File: src/rtl/cps_pkg.sv
`timescale 1ns/1ps
package cps_pkg;
  localparam int REG_ADDR_W = 19;
  localparam int REG_DATA_W = 8;

  typedef struct packed {
    logic [REG_ADDR_W-1:0] addr;
    logic [REG_DATA_W-1:0] mask;
    logic [REG_DATA_W-1:0] value;
  } entry_t;

  // strobes from control to datapath
  typedef struct packed {
    logic startRun;
    logic captureRead;
    logic advance;
  } dpCtl_t;

  // synthesizable table image: profile p, slot k
  function automatic entry_t romImage(input int p, input int k);
    entry_t e;
    e = '0;
    if (k <= p) begin
      e.addr  = REG_ADDR_W'(32'h230 + (k % 3));
      e.mask  = REG_DATA_W'(1 << ((p + k) % 8)) | REG_DATA_W'(1 << ((p + 2*k + 3) % 8));
      e.value = REG_DATA_W'(32'h5A ^ (8*p + k));
    end
    return e;
  endfunction
endpackage

File: src/rtl/cps_datapath.sv
`timescale 1ns/1ps
module cps_datapath
  import cps_pkg::*;
#(
  parameter int NUM_PROF = 8,
  parameter int SLOTS    = 8
) (
  input  logic                              clk,
  input  logic                              rst_n,
  input  dpCtl_t                            ctl,
  input  logic [((NUM_PROF>1)?$clog2(NUM_PROF):1)-1:0] runProf,
  input  logic [REG_DATA_W-1:0]             rdData,
  output logic [REG_ADDR_W-1:0]             entAddr,
  output logic [REG_DATA_W-1:0]             wrData,
  output logic                              curTerm,
  output logic                              lastEntry
);
  localparam int PROF_W = (NUM_PROF > 1) ? $clog2(NUM_PROF) : 1;
  localparam int SLOT_W = (SLOTS > 1) ? $clog2(SLOTS) : 1;
  localparam int DEPTH  = NUM_PROF * SLOTS;
  localparam int IDX_W  = (DEPTH > 1) ? $clog2(DEPTH) : 1;

  entry_t rom [DEPTH];

  for (genvar i = 0; i < DEPTH; i++) begin : g_rom
    assign rom[i] = romImage(i / SLOTS, i % SLOTS);
  end

  logic [PROF_W-1:0]     profReg;
  logic [SLOT_W-1:0]     slot;
  logic [REG_DATA_W-1:0] merged;
  logic [IDX_W-1:0]      curIdx;
  logic [IDX_W-1:0]      nextIdx;
  logic                  atRegionEnd;
  entry_t                cur;

  assign curIdx      = IDX_W'(profReg) * IDX_W'(SLOTS) + IDX_W'(slot);
  assign nextIdx     = curIdx + IDX_W'(1);
  assign cur         = rom[curIdx];
  assign atRegionEnd = (slot == SLOT_W'(SLOTS - 1));
  assign curTerm     = (cur.mask == '0);
  assign lastEntry   = atRegionEnd ? 1'b1 : (rom[nextIdx].mask == '0);
  assign entAddr     = cur.addr;
  assign wrData      = merged;

  always_ff @(posedge clk or negedge rst_n) begin
    if (!rst_n) begin
      profReg <= '0;
      slot    <= '0;
      merged  <= '0;
    end else begin
      if (ctl.startRun) begin
        profReg <= runProf;
        slot    <= '0;
      end else if (ctl.advance) begin
        slot <= slot + SLOT_W'(1);
      end
      if (ctl.captureRead)
        merged <= (rdData & ~cur.mask) | (cur.value & cur.mask);
    end
  end

  // bits outside the mask come straight from the readback
  a_r2_unmasked_kept: assert property (@(posedge clk) disable iff (!rst_n)
    ctl.captureRead |=> (((wrData ^ $past(rdData)) & ~$past(cur.mask)) == '0));
endmodule

File: src/rtl/cps_ctrl.sv
`timescale 1ns/1ps
module cps_ctrl
  import cps_pkg::*;
#(
  parameter int                  NUM_PROF     = 8,
  parameter int                  DEFAULT_PROF = 3,
  parameter logic [REG_ADDR_W-1:0] CTRL_ADDR  = 19'h40140,
  parameter logic [REG_ADDR_W-1:0] STAT_ADDR  = 19'h40141
) (
  input  logic                  clk,
  input  logic                  rst_n,
  input  logic [REG_ADDR_W-1:0] csrAddr,
  input  logic                  csrWrite,
  input  logic [7:0]            csrWrData,
  input  logic                  csrRead,
  output logic [7:0]            csrRdData,
  input  logic                  mWaitReq,
  input  logic                  mRdValid,
  input  logic                  curTerm,
  input  logic                  lastEntry,
  output logic                  mRead,
  output logic                  mWrite,
  output logic                  recalReq,
  output dpCtl_t                dpCtl,
  output logic [((NUM_PROF>1)?$clog2(NUM_PROF):1)-1:0] runProf
);
  localparam int PROF_W = (NUM_PROF > 1) ? $clog2(NUM_PROF) : 1;

  typedef enum logic [2:0] {S_IDLE, S_SCAN, S_RD, S_RDW, S_WR, S_DONE} state_t;

  state_t            state, stateNext;
  logic [PROF_W-1:0] profSel;
  logic              errFlag;
  logic              busyInt;
  logic              wrCtrl;
  logic              launchBit;
  logic              profOk;
  logic              launchOk;
  logic              unusedWrBit;

  assign unusedWrBit = csrWrData[6];
  assign busyInt     = (state != S_IDLE);
  assign wrCtrl      = csrWrite && (csrAddr == CTRL_ADDR);
  assign launchBit   = csrWrData[7];
  assign profOk      = ({1'b0, csrWrData[5:0]} < 7'(NUM_PROF));
  assign launchOk    = wrCtrl && launchBit && profOk && !busyInt;
  assign runProf     = csrWrData[PROF_W-1:0];
  assign mRead       = (state == S_RD);
  assign mWrite      = (state == S_WR);
  assign recalReq    = (state == S_DONE);

  always_comb begin
    stateNext = state;
    dpCtl     = '0;
    case (state)
      S_IDLE: if (launchOk) begin
        dpCtl.startRun = 1'b1;
        stateNext      = S_SCAN;
      end
      S_SCAN: stateNext = curTerm ? S_DONE : S_RD;
      S_RD:   if (!mWaitReq) stateNext = S_RDW;
      S_RDW:  if (mRdValid) begin
        dpCtl.captureRead = 1'b1;
        stateNext         = S_WR;
      end
      S_WR:   if (!mWaitReq) begin
        dpCtl.advance = 1'b1;
        stateNext     = lastEntry ? S_DONE : S_RD;
      end
      S_DONE: stateNext = S_IDLE;
      default: stateNext = S_IDLE;
    endcase
  end

  always_ff @(posedge clk or negedge rst_n) begin
    if (!rst_n) begin
      state     <= S_IDLE;
      profSel   <= PROF_W'(DEFAULT_PROF);
      errFlag   <= 1'b0;
      csrRdData <= '0;
    end else begin
      state <= stateNext;
      if (wrCtrl && !busyInt && profOk)
        profSel <= csrWrData[PROF_W-1:0];
      if (wrCtrl && ((busyInt && launchBit) || (!busyInt && !profOk)))
        errFlag <= 1'b1;
      if (csrRead) begin
        if (csrAddr == CTRL_ADDR)      csrRdData <= 8'(profSel);
        else if (csrAddr == STAT_ADDR) csrRdData <= {6'b0, errFlag, busyInt};
        else                           csrRdData <= '0;
      end else begin
        csrRdData <= '0;
      end
    end
  end

  // the request pulse is the final busy cycle
  a_r7_recal_then_idle: assert property (@(posedge clk) disable iff (!rst_n)
    recalReq |=> (!recalReq && state == S_IDLE));
  // busy only drops right after the request pulse
  a_r6_busy_falls_after_recal: assert property (@(posedge clk) disable iff (!rst_n)
    $fell(busyInt) |-> $past(recalReq));
  // error flag is sticky
  a_r10_err_sticky: assert property (@(posedge clk) disable iff (!rst_n)
    errFlag |=> errFlag);
  // an out-of-range profile never starts a run
  a_r9_bad_prof_no_run: assert property (@(posedge clk) disable iff (!rst_n)
    (!busyInt && wrCtrl && !profOk) |=> (state == S_IDLE));
endmodule

File: src/rtl/cfg_profile_streamer.sv
`timescale 1ns/1ps
module cfg_profile_streamer
  import cps_pkg::*;
#(
  parameter int                    NUM_PROF     = 8,
  parameter int                    SLOTS        = 8,
  parameter int                    DEFAULT_PROF = 3,
  parameter logic [REG_ADDR_W-1:0] CTRL_ADDR    = 19'h40140,
  parameter logic [REG_ADDR_W-1:0] STAT_ADDR    = 19'h40141
) (
  input  logic        clk,
  input  logic        rst_n,
  input  logic [18:0] csrAddr,
  input  logic        csrWrite,
  input  logic [7:0]  csrWrData,
  input  logic        csrRead,
  output logic [7:0]  csrRdData,
  output logic [18:0] mAddr,
  output logic        mRead,
  output logic        mWrite,
  output logic [7:0]  mWrData,
  input  logic [7:0]  mRdData,
  input  logic        mRdValid,
  input  logic        mWaitReq,
  output logic        recalReq
);
  localparam int PROF_W = (NUM_PROF > 1) ? $clog2(NUM_PROF) : 1;

  dpCtl_t            dpCtl;
  logic [PROF_W-1:0] runProf;
  logic              curTerm;
  logic              lastEntry;

  cps_ctrl #(
    .NUM_PROF(NUM_PROF), .DEFAULT_PROF(DEFAULT_PROF),
    .CTRL_ADDR(CTRL_ADDR), .STAT_ADDR(STAT_ADDR)
  ) ctrl_i (
    .clk(clk), .rst_n(rst_n),
    .csrAddr(csrAddr), .csrWrite(csrWrite), .csrWrData(csrWrData),
    .csrRead(csrRead), .csrRdData(csrRdData),
    .mWaitReq(mWaitReq), .mRdValid(mRdValid),
    .curTerm(curTerm), .lastEntry(lastEntry),
    .mRead(mRead), .mWrite(mWrite), .recalReq(recalReq),
    .dpCtl(dpCtl), .runProf(runProf)
  );

  cps_datapath #(.NUM_PROF(NUM_PROF), .SLOTS(SLOTS)) dp_i (
    .clk(clk), .rst_n(rst_n), .ctl(dpCtl), .runProf(runProf),
    .rdData(mRdData), .entAddr(mAddr), .wrData(mWrData),
    .curTerm(curTerm), .lastEntry(lastEntry)
  );

  // requests held stable while stalled
  a_r8_read_held: assert property (@(posedge clk) disable iff (!rst_n)
    (mRead && mWaitReq) |=> (mRead && $stable(mAddr)));
  a_r8_write_held: assert property (@(posedge clk) disable iff (!rst_n)
    (mWrite && mWaitReq) |=> (mWrite && $stable(mAddr) && $stable(mWrData)));
  a_r8_rd_wr_exclusive: assert property (@(posedge clk) disable iff (!rst_n)
    !(mRead && mWrite));
  // a terminator slot is never accessed
  a_r4_no_term_access: assert property (@(posedge clk) disable iff (!rst_n)
    (mRead || mWrite) |-> !curTerm);
endmodule

File: config.mk
export PLATFORM = sky130hd
export DESIGN_NAME = cfg_profile_streamer
export DESIGN_NICKNAME = d
export VERILOG_FILES = /design/src/rtl/cps_pkg.sv /design/src/rtl/cps_datapath.sv /design/src/rtl/cps_ctrl.sv /design/src/rtl/cfg_profile_streamer.sv
export SDC_FILE = /design/constraint.sdc
export NUM_CORES = 1
export LEC_CHECK = 0
export BUFFER_PORTS_ARGS = -buffer_cell sky130_fd_sc_hd__buf_2
export CORE_MARGIN = 8
export CORE_UTILIZATION = 35
export CTS_CLUSTER_SIZE = 24
export DETAILED_ROUTE_END_ITERATION = 6
export PLACE_DENSITY_LB_ADDON = 0.05
export SLEW_MARGIN = 30
export SYNTH_ARGS = -nofsm -noshare
export SYNTH_HDL_FRONTEND = slang
export SYNTH_SLANG_ARGS = --single-unit
File: constraint.sdc
create_clock -name clk -period 3.61 [get_ports clk]
set_clock_uncertainty 0.1 [all_clocks]
set_input_delay 0.722 -clock clk [delete_from_list [all_inputs] [get_ports clk]]
set_output_delay 0.722 -clock clk [all_outputs]
set_load 0.01 [all_outputs]
; ---- Yosys cells after proc, flatten, opt, wreduce, memory -nomap -nowiden
; Memories as Yosys holds them, arrays and structs flattened.
; Cells that the tools add are included.
[totals]
regBits = 29
romBits = 4480
n_memories = 2
[classes]
addsub = 3
n_lt_le_gt_ge = 3
n_eq_ne = 12
muxes = 23
bitwise = 6
n_reduce_logical = 18
[mem_list]
columns = name, words, word_bits, rd, rd_ports_with_merged_regs, write_ports, line_no
row1 = (name not given), 64, 35, 1, 0, 0, cps_datapath.sv:39  ; assign cur = rom[curIdx];
row2 = (name not given), 64, 35, 1, 0, 0, cps_datapath.sv:42  ; assign lastEntry = atRegionEnd ? 1'b1 : (rom[nextIdx].mask == '0);
[ops]
columns = op, n
row1 = two-way mux 35 bit, 2
row2 = "equality test 19 bit, second input constant", 2
row3 = two-way mux 16 bit, 2
row4 = two-way mux 3 bit, 8
row5 = AND 8 bit, 2
row6 = logical NOT 8 bit, 2
row7 = two-way mux 8 bit, 2
row8 = case mux 3 bit (5 select lines), 1
row9 = ">= comparator 7 bit, second input constant", 2
row10 = NOT 6 -> 7 bit, 2
row11 = "equality test 3 bit, second input constant", 3
row12 = logical AND 1 bit, 9
row13 = NOT 8 bit, 1
row14 = OR 8 bit, 1
row15 = two-way mux 1 bit, 7
row16 = "adder 6 x 1 -> 6 bit, second input constant", 1
row17 = adder 6 x 3 -> 6 bit, 1
row18 = "equality test 3 x 2 -> 1 bit, second input constant", 2
row19 = "< comparator 6 x 4 -> 1 bit, second input constant", 1
row20 = "inequality test 2 bit, second input constant", 3
row21 = AND reduction 4 bit, 1
row22 = "adder 3 x 1 -> 3 bit, second input constant", 1
row23 = "equality test 3 x 1 -> 1 bit, second input constant", 1
row24 = logical NOT 3 bit, 1
row25 = other kinds (6), 7

; ---- Depth between registers and ports, before layout
; Gate-level depths: netlist of the first run.
[depth]
depth_word = 11
depth_mapped = 12
ltp_nobuf = 10

; ---- By module
; A second synthesis of the first run with hierarchy kept.
[unflattened]
hier_cells = 367
hier_area_um2 = 2937.8
[by_module_without_submodules]
columns = mod, n_inst, cells_each, area_per_inst_um2, seq_area_each_um2
row1 = cps_datapath, 1, 289, 2198.4, 350.3
row2 = cps_ctrl, 1, 78, 739.5, 252.7

; ---- Least setup slack after synthesis of the first run
; Ideal clock, no wire load.
[synth_timing]
path_kind = register to register
from = register dp_i.slot[0]
to = register ctrl_i.state[2]
setup_time_ns = 0.078
arrival_ns = 2.474
required_ns = 3.432
slack_ns = 0.958
path_stages_with_launch = 12
path_buffers = 2
period_less_slack_ns = 2.652
cell_sequence = dfrtp_1 > buf_2 > inv_2 > ha_1 > buf_2 > mux2_4 > and3_4 > o21a_1 > a2111oi_4 > nand4_2 > o311ai_1 > o21bai_1
[synth_between]
elab_chain_cells = 11
elab_cells_between_ends = 18
[synth_rtl]
columns = element, line_no
row1 = "start, declared", cps_datapath.sv:30  ; logic [SLOT_W-1:0] slot;
row2 = "start signal, assigned", cps_datapath.sv:56  ; slot <= slot + SLOT_W'(1);
row3 = adder 6 x 3 -> 6 bit, cps_datapath.sv:37  ; assign curIdx = IDX_W'(profReg) * IDX_W'(SLOTS) + IDX_W'(slot);
row4 = adder 6 x 1 -> 6 bit, cps_datapath.sv:38  ; assign nextIdx = curIdx + IDX_W'(1);
row5 = NOT 6 -> 7 bit (implied by the code), cps_datapath.sv:42
row6 = memory read (64 x 35 bit), -
row7 = two-way mux 16 bit (implied by the code) (2 in a row), cps_datapath.sv:42
row8 = logical NOT 8 bit, cps_datapath.sv:42
row9 = two-way mux 1 bit, cps_datapath.sv:42
row10 = two-way mux 3 bit, cps_ctrl.sv:68  ; stateNext = lastEntry ? S_DONE : S_RD;
row11 = two-way mux 3 bit, cps_ctrl.sv:66  ; S_WR: if (!mWaitReq) begin
row12 = case mux 3 bit (5 select lines) *, cps_ctrl.sv:55  ; case (state)
row13 = "end signal, assigned", cps_ctrl.sv:82  ; state <= stateNext;
row14 = "end, declared", cps_ctrl.sv:31  ; state_t state, stateNext;
; Every way passes the cells marked *; elsewhere a longest branch is shown, timed or not. The select of a mux whose other input is x is not followed.
; A chain may end at the register's enable or synchronous reset.

; ---- Final worst setup path of the first run
[layout_timing]
from = register dp_i.slot[0]
to = register ctrl_i.state[0]
; Same word-level chain as after synthesis.

==> flow_summary_export.csv, run 1 <==
group,metric,value,unit
clocking,cts_sinks,24,
timing,drv_slew,0,
cells_and_area,multi_input_area,1713,sq um
synthesis,ys_warn_count,0,
critical_path,cp.required,3.68,ns
power_and_ir_drop,p_clk_share,13.2,%
clocking,cts-root-buf,"clkbuf_8",
critical_path,startpoint,"dp_i.slot[0]",
outcome,status,"finished clean",
global_route,grt_pass1_vias,2445,
placed_design,placed_area,2846,sq um
clocking,clock_latency,0.26,ns
cells_and_area,fillers,778,
cells_and_area,layout-drive-gt1-share,23.18,%
power_and_ir_drop,swShare,46.76,%
routing,avgRoutedWirePerCell,16.12,um
timing,min_period,3.259,ns
global_route,overflow,0,
synthesis,synth_ff_type,"dfrtp_1",
placed_design,place.detailed.hpwl,5981,um
timing,rsz0062_at_grt,"no",
placed_design,place_congestion,0.8529,
routing,wl,7575,um
flow_run,maxCapViolCount,0,
critical_path,cp_max_fo,11,
power_and_ir_drop,finalPower,1.775,mW
power_and_ir_drop,ir_worst_vdd,0.1900,mV
timing,finalSetupViolCount,0,
power_and_ir_drop,p_int,0.9452,mW
clocking,cts_buffers,3,
critical_path,cp-start-kind,"flop",
cells_and_area,final_common_cell,"buf_2",
critical_path,r2r_end,"ctrl_i.state[0]",
floorplanning,dieArea,10360,sq um
timing,setup_tns,0,ns
floorplanning,fp.dieW,101.8,um
power_and_ir_drop,p_sw,0.8303,mW
critical_path,crit_path_end_kind,"flop",
synthesis,syn_area,2575,sq um
synthesis,ys_seq_elements,24,
global_route,grt_max_degree,30,
cells_and_area,regArea,603.1,sq um
floorplanning,start_util,35.88,%
critical_path,critPathKind,"flop to flop",
clocking,cts.htree.levels,1,
global_route,antenna_found_initial,0,
critical_path,critPathCapture,"ctrl_i.state[0]",
global_route,grt_pass1_wl,12050,um
placed_design,portBuffers,58,
cells_and_area,area_growth,13.31,%
critical_path,r2r_start,"dp_i.slot[0]",
hold_path,hp-class,"primary input to async pin",
timing,period_share,90.28,%
routing,drt_pass1_iterations,4,
synthesis,postSynthAreaPerCell,7.875,sq um
cells_and_area,final_area,2918,sq um
synthesis,yosysSeqAreaShare,23.42,%
clocking,ctsHoldBuffers,0,
synthesis,synthArstFlopShare,100.0,%
routing,drc,0,
floorplanning,core_area,7176,sq um
timing,hold_viol_final,0,
cells_and_area,post-route-util,40.66,%
power_and_ir_drop,combinationalPowerShare,62.8,%
cells_and_area,finalNetCount,424,
floorplanning,die_h,101.8,um
critical_path,crit_arrival,3.33,ns
synthesis,synth_edf_count,0,
routing,routed_via_density,5.226,
floorplanning,placementRows,31,
power_and_ir_drop,cellLeakagePower,1.305,nW
power_and_ir_drop,power_density,608.5,nW/um^2
clocking,ctsResizeCount,0,
synthesis,synthesis.instances,327,
timing,slew_headroom,39.81,%
clocking,cts_tree,"yes",
clocking,clk_pin_slew_worst_paths,0.09,ns
clocking,clockBufferDepth,2,
floorplanning,io_pins,79,
routing,dr_total_vias,2456,
timing,max_freq,306.8,MHz
timing,worst-slew-pin-transition,0.9028,ns
routing,ant_nets,0,
cells_and_area,diodes,0,
global_route,track_usage,14.39,%
critical_path,r2r_cells,10,
routing,drt_iter0_drc,143,
critical_path,r2r_slack,0.35,ns
synthesis,ys_types,69,
power_and_ir_drop,p_seq_share,24.0,%
clocking,cts_setup_buffers,0,
cells_and_area,layout_common_cells,"buf_2, nand2_1, o21ai_0",
[critical path: stages, from the launching register on]
cell and delay [ns]:
dfrtp_1 0.57, ha_1 0.40, inv_1 0.13, ha_1 0.54, o21bai_1 0.22, o2111ai_1 0.13
a21oi_1 0.24, o21ai_0 0.11, a221o_1 0.32, o311a_1 0.17, o32ai_1 0.23
[stage by stage]
step | setup slack (ns) | std cells | hold WS [ns]
after global routing | 0.1246 | 470 | 0.3735
after floorplan | 0.9575 | 345 | 0.3264
final | 0.3510 | 470 | 0.3374
after detailed placement | 0.3804 | 466 | 0.3671
after global placement | 0.4205 | 466 | 0.3594
after CTS | 0.3562 | 470 | 0.3528
[how the worst min path moves through the flow]
stage | endpoint | slack, ns
floorplan | ctrl_i.csrRdData[0] | 0.33
global placement | dp_i.wrData[6] | 0.36
detailed placement | dp_i.wrData[6] | 0.37
CTS | dp_i.wrData[6] | 0.35
global route | dp_i.wrData[6] | 0.37
finish | dp_i.wrData[6] | 0.34
[metal layers]
metal  wire length (um)  track usage [%]  vias up
met5                  0                0        -
met4                 38            2.062        0
met3                397            1.993        4
met2               3798            25.35       68
met1               3340            18.36     1152
li1                   -                -     1232
[layout make-up]
type / count / share of cell area, %
repair buffers: 68 / 12.52
clock buffers: 3 / 1.415
inverters: 11 / 1.415
clock inverters: 1 / 1.029
multi-input cells: 264 / 58.70
flip-flops and latches: 24 / 20.67
well taps: 99 / 4.245
[power by group through the flow]
stage                     registers [mW]  logic (mW)  clock network (mW)
final                              0.426        1.11               0.235
after global routing               0.442        1.25               0.252
after CTS                          0.427        1.12               0.244
after detailed placement           0.432        1.12                   0
after global placement             0.430        1.12                   0
after floorplan                    0.403       0.823                   0
[registers in the layout, indices dropped and copies added, names as in the netlist]
signal            flops
ctrl_i.csrRdData      3
ctrl_i.errFlag        1
ctrl_i.profSel        3
ctrl_i.state          3
dp_i.profReg          3
dp_i.slot             3
dp_i.wrData           8
[Yosys cell counts, types with 4 or more instances]
cell      instances  area, sq um
a21oi_1          10        50.05
nor3b_1           5        37.54
a31oi_1           6        37.54
nor2b_1           9        56.30
dfrtp_1          22        550.5
nand3_1           8        40.04
nand2_1          35        131.4
ha_1             11        137.6
inv_1             9        33.78
nor2_1           21        78.83
o21ai_0          28        140.1
a211oi_1          4        30.03
nand4_1           4        25.02
nand3b_1          5        37.54
clkbuf_1         11        41.29
nor3_1           10        50.05
a221oi_1          4        35.03
nand2b_1          9        56.30
buf_4            23        172.7
mux2i_1          11        110.1
buf_2             9        45.04
[kinds of logic after synthesis]
group	Yosys count	synth area share (%)
xor gates and xnor gates	5	1.993
DFF	24	23.42
adders and majority gates	12	5.734
and+or+nand+nor	124	25.61
AOI/OAI and AO/OA	87	23.37
buffers and inverters	57	12.68
muxes	17	7.046
other	1	0.1456
No activity file was read; power rests on OpenSTA's default activity.
==> inputs of run 2 (changes only) <==
--- a/config.mk
+++ b/config.mk
@@ -6,7 +6,6 @@
 export NUM_CORES = 1
 export LEC_CHECK = 0
 export BUFFER_PORTS_ARGS = -buffer_cell sky130_fd_sc_hd__buf_2
-export CORE_MARGIN = 8
 export CORE_UTILIZATION = 35
 export CTS_CLUSTER_SIZE = 24
 export DETAILED_ROUTE_END_ITERATION = 6
==> run 2 against run 1 <==
  * Maximum frequency decreased by 0.23%
  * Cell count decreased by 0.21%
  * Core utilization increased by 1.5 points
  * Combinational power about the same
  * Non-clock buffer count increased by 2
  * Clock-buffer cell count unchanged
  * Final area increased by 0.39%
  * Worst hold slack got worse by 0.0010 ns
  * Die area decreased by 26%
  * Register-to-register slack improved by 0.22 ns
  * Critical path depth decreased by 3
==> flow_summary_export.csv, run 2 (synthesis gave the netlist of run 1 again) <==
group,metric,value,unit
outcome,status,"finished clean",
placed_design,placed_area,2858,sq um
floorplanning,fp.dieW,87.78,um
timing,finalSetupViolCount,0,
floorplanning,core_area,6944,sq um
timing,period_share,90.49,%
critical_path,cp.required,2.79,ns
timing,slew_headroom,48.04,%
cells_and_area,multi_input_area,1713,sq um
timing,drv_slew,0,
power_and_ir_drop,ir_worst_vdd,0.3040,mV
clocking,cts_setup_buffers,0,
routing,drt_iter0_drc,140,
cells_and_area,finalNetCount,426,
critical_path,cp-start-kind,"flop",
clocking,cts.htree.levels,1,
routing,routed_via_density,5.299,
cells_and_area,final_area,2929,sq um
clocking,ctsResizeCount,0,
timing,worst-slew-pin-transition,0.7795,ns
cells_and_area,layout-drive-gt1-share,23.59,%
clocking,clockBufferDepth,2,
cells_and_area,largest_reg_flops,8,
clocking,clk_pin_slew_worst_paths,0.09,ns
floorplanning,start_util,37.08,%
floorplanning,dieArea,7704,sq um
routing,dr_wl_met2,3378,um
hold_path,hp-class,"primary input to async pin",
timing,hold_viol_final,0,
critical_path,critPathSlowestCell,"dfrtp_1",
placed_design,place_congestion,0.8978,
global_route,grt_max_degree,27,
cells_and_area,diodes,0,
clocking,ctsHoldBuffers,0,
clocking,cts_tree,"yes",
timing,max_freq,306.1,MHz
flow_run,maxCapViolCount,0,
critical_path,r2r_slack,0.57,ns
routing,m1WireLength,3185,um
routing,routed.top_layer,"met4",
floorplanning,die_h,87.78,um
routing,drc,0,
routing,dr_total_vias,2485,
cells_and_area,layout_common_cells,"buf_2, nand2_1, o21ai_0",
placed_design,place.detailed.hpwl,5472,um
routing,met3_length,345,um
cells_and_area,post-route-util,42.18,%
timing,rsz0062_at_grt,"no",
timing,fin_hold_ws,0.3364,ns
placed_design,placedCellCount,465,
routing,wl,7021,um
timing,min_period,3.267,ns
clocking,clock_latency,0.26,ns
global_route,antenna_found_initial,0,
routing,ant_nets,0,
cells_and_area,regArea,603.1,sq um
cells_and_area,final_common_cell,"buf_2",
critical_path,crit_arrival,2.44,ns
routing,drt_pass1_iterations,4,
power_and_ir_drop,cellLeakagePower,1.316,nW
global_route,grt_pass1_vias,2192,
global_route,overflow,0,
global_route,grt_pass1_wl,11250,um
clocking,cts_buffers,3,
critical_path,path_cells,"inv_2, ha_1, nor3b_1, a21oi_1, o221ai_1, o21a_1, buf_2",
cells_and_area,final_cells,469,
critical_path,slowest_delay,0.53,ns
critical_path,crit_path_end_kind,"output pin",
routing,avgRoutedWirePerCell,14.97,um
critical_path,crit_buf_inv,2,
global_route,track_usage,18.75,%
critical_path,crit_family,"flip-flops",
critical_path,critPathKind,"flop to output pin",
floorplanning,io_pins,79,
power_and_ir_drop,power_density,604.8,nW/um^2
floorplanning,placementRows,30,
clocking,cts-root-buf,"clkbuf_8",
cells_and_area,area_growth,13.75,%
critical_path,cp_max_fo,12,
cells_and_area,fillers,747,
placed_design,portBuffers,58,
timing,setup_tns,0,ns
clocking,cts_sinks,24,
run 2: cell types whose count changed in the layout (fill, tap and decap cells not counted):
cell,before,now
buf_4,10,12
run 2: power by group:
part	total (mW)	switching (mW)	internal, mW
Clock	0.230	0.0824	0.148
Sequential	0.424	0.0853	0.339
Combinational	1.12	0.653	0.464
Total	1.77	0.821	0.951
run 2: cell type report:
| class | count | area share, % |
|---|---|---|
| Inverter | 11 | 1.410 |
| Timing Repair Buffer | 70 | 12.99 |
| Clock inverter | 1 | 1.025 |
| Clock buffer | 3 | 1.410 |
| Tap cell | 96 | 4.101 |
| Sequential cell | 24 | 20.59 |
| Multi-Input combinational cell | 264 | 58.48 |
run 2: routing by layer:
layer  GRT usage, %  vias up
met5              0        -
met4          4.322        0
met3          2.922        6
met2          29.74       85
met1          26.65     1160
li1               -     1234
run 2: final timing paths:
kind                                start  cells after the start                 to
setup / recovery             dp_i.slot[0]                      7           mAddr[9]
hold / removal                      rst_n                      1     dp_i.wrData[6]
setup reg to reg             dp_i.slot[0]                     10    ctrl_i.state[0]
hold reg to reg            dp_i.wrData[5]                      2     dp_i.wrData[5]
max in group asynchronous           rst_n                      1  ctrl_i.profSel[0]
min in group clk           dp_i.wrData[5]                      2     dp_i.wrData[5]
run 2: through the flow:
| step | total power, mW | setup slack (ns) |
|---|---|---|
| floorplan | 1.225 | 0.9575 |
| detailed placement | 1.540 | 0.5706 |
| global route | 1.940 | 0.1038 |
| finish | 1.771 | 0.3434 |
| global placement | 1.552 | 0.5948 |
| CTS | 1.780 | 0.3571 |
==> inputs of run 3 (changes only) <==
--- a/config.mk
+++ b/config.mk
@@ -6,6 +6,7 @@
 export NUM_CORES = 1
 export LEC_CHECK = 0
 export BUFFER_PORTS_ARGS = -buffer_cell sky130_fd_sc_hd__buf_2
+export CORE_MARGIN = 2
 export CORE_UTILIZATION = 35
 export CTS_CLUSTER_SIZE = 24
 export DETAILED_ROUTE_END_ITERATION = 6
==> constraint.sdc (replaced) <==
create_clock -name clk -period 3.61 [get_ports clk]
set_clock_uncertainty 0.1 [all_clocks]
set_input_delay 0.361 -clock clk [delete_from_list [all_inputs] [get_ports clk]]
set_output_delay 0.361 -clock clk [all_outputs]
set_load 0.01 [all_outputs]
==> run 3 against run 2 <==
  * Setup slack improved by 0.035 ns
  * Highest routed layer unchanged
  * Power hardly changed
  * Clock power up 3%
  * Largest power group unchanged
==> flow_summary_export.csv, run 3 (synthesis gave the netlist of run 1 again) <==
group,metric,value,unit
critical_path,crit_arrival,3.30,ns
global_route,grt_pass1_wl,11930,um
clocking,clockBufferDepth,2,
global_route,grt-busiest-layer,"met2",
clocking,cts-root-buf,"clkbuf_8",
critical_path,slowest_delay,0.55,ns
floorplanning,die_h,89.78,um
timing,slew_headroom,57.34,%
cells_and_area,post-route-util,41.03,%
critical_path,cp.required,3.67,ns
cells_and_area,final_cells,473,
global_route,grt_util_met1,24.78,%
hold_path,hold_path_depth,3,
timing,rsz0062_at_grt,"no",
clocking,cts_setup_buffers,0,
critical_path,crit_buf_inv,1,
floorplanning,dieArea,8060,sq um
clocking,cts_sinks,24,
outcome,status,"finished clean",
critical_path,critPathSlowestCell,"dfrtp_1",
floorplanning,io_pins,79,
global_route,grtUsageMet3,2.766,%
cells_and_area,diodes,0,
routing,drt_iter0_drc,168,
timing,period_share,89.51,%
critical_path,cp.depth,10,
hold_path,holdCritStartpoint,"csrWrData[2]",
cells_and_area,area_growth,14.33,%
routing,routed_via_density,5.211,
critical_path,path_cells,"ha_1, inv_1, ha_1, o21bai_1, o2111ai_1, a21oi_1, o21ai_0, a221o_1, o311a_1, o32ai_1",
hold_path,hp-class,"primary input to flop",
clocking,cts_tree,"yes",
clocking,cts.htree.levels,1,
critical_path,crit_family,"compound AO/OA/AOI/OAI gates",
routing,ant_nets,0,
global_route,grt_pass1_vias,2361,
timing,drv_slew,0,
placed_design,place.detailed.hpwl,5483,um
critical_path,cp_max_fo,11,
critical_path,critPathKind,"flop to flop",
global_route,grt_max_degree,31,
timing,min_period,3.231,ns
clocking,ctsResizeCount,0,
routing,wl,7223,um
placed_design,dp_slack,0.4380,ns
cells_and_area,layout-drive-gt1-share,23.80,%
floorplanning,fp.dieW,89.78,um
routing,drc,0,
critical_path,crit_path_end_kind,"flop",
placed_design,portBuffers,58,
cells_and_area,final_common_cell,"buf_2",
timing,max_freq,309.5,MHz
placed_design,placedCellCount,468,
hold_path,min_to,"dp_i.profReg[2]",
clocking,cts_buffers,3,
routing,drt_pass1_iterations,4,
clocking,clock_latency,0.27,ns
routing,dr_total_vias,2465,
clocking,clk_pin_slew_worst_paths,0.09,ns
global_route,use_met2,29.67,%
timing,finalSetupViolCount,0,
routing,avgRoutedWirePerCell,15.27,um
floorplanning,start_util,35.88,%
timing,finalWorstSetupSlack,0.3787,ns
clocking,ctsHoldBuffers,1,
critical_path,r2r_start,"dp_i.slot[0]",
global_route,antenna_found_initial,0,
placed_design,place_congestion,0.8810,
floorplanning,placementRows,31,
floorplanning,core_area,7176,sq um
timing,setup_tns,0,ns
cells_and_area,layout_common_cells,"buf_2, nand2_1, o21ai_0",
global_route,track_usage,17.91,%
cells_and_area,fillers,741,
critical_path,r2r_end,"ctrl_i.state[0]",
timing,hold_viol_final,0,
cells_and_area,finalNetCount,427,
critical_path,cp_common_cell,"ha_1",
power_and_ir_drop,power_density,601.5,nW/um^2
power_and_ir_drop,cellLeakagePower,1.318,nW
critical_path,cp-start-kind,"flop",
global_route,overflow,0,
timing,worst-slew-pin-transition,0.6340,ns
critical_path,r2r_slack,0.38,ns
cells_and_area,largest_reg_flops,8,
flow_run,maxCapViolCount,0,
critical_path,r2r_cells,10,
power_and_ir_drop,ir_worst_vdd,0.2200,mV
-- run 3: cell count changes in the layout (fill, tap and decap cells not counted), sizes merged --
| cell | before | now |
|---|---|---|
| dlygate4sd3 | 0 | 1 |
-- run 3: metrics by stage --
step	cell area (sq um)	power [mW]	hold WS [ns]
2_1_floorplan	2643	1.225	-0.03459
3_3_place_gp	2861	1.545	0.2946
3_5_place_dp	2861	1.537	0.2930
4_1_cts	2943	1.780	0.2056
5_1_grt	2944	1.935	0.2170
6_report	2944	1.771	0.2111
-- run 3: per-layer routing --
metal  up-vias  part of all wire [%]
met2        69                    48
met3         8                   4.7
met4         0                   1.5
li1       1234                     -
met1      1154                    46
met5         -                     0
-- run 3: power by group --
group	switching [mW]	internal [mW]	total, mW	leakage (nW)
registers	0.0806	0.339	0.419	0.297
logic	0.658	0.458	1.12	0.985
clock network	0.0875	0.148	0.236	0.0357
total	0.826	0.945	1.77	1.32
-- run 3: how the worst max path moves through the flow --
| stage | slack (ns) | to | start |
|---|---|---|---|
| 6_report | 0.38 | ctrl_i.state[0] | dp_i.slot[0] |
| 5_1_grt | 0.15 | ctrl_i.state[0] | dp_i.slot[0] |
| 4_1_cts | 0.40 | ctrl_i.state[0] | dp_i.slot[0] |
| 3_5_place_dp | 0.44 | ctrl_i.state[0] | dp_i.slot[0] |
| 3_3_place_gp | 0.51 | ctrl_i.state[0] | dp_i.slot[0] |
| 2_1_floorplan | 0.96 | ctrl_i.state[2] | dp_i.slot[0] |
-- run 3: cell type report --
| class | count | area (sq um) | share of cell area, % |
|---|---|---|---|
| well taps | 99 | 123.9 | 4.207 |
| clock buffers | 3 | 41.29 | 1.402 |
| flip-flops and latches | 24 | 604.3 | 20.53 |
| multi-input cells | 264 | 1713 | 58.18 |
| clock inverters | 1 | 30.03 | 1.020 |
| inverters | 11 | 41.29 | 1.402 |
| repair buffers | 71 | 390.4 | 13.26 |
-- run 3: worst reg2reg max path, stage by stage (launching register included) --
cell       delay (ns)
dfrtp_1          0.55
ha_1             0.40
inv_1            0.14
ha_1             0.49
o21bai_1         0.21
o2111ai_1        0.13
a21oi_1          0.22
o21ai_0          0.12
a221o_1          0.34
o311a_1          0.17
o32ai_1          0.26
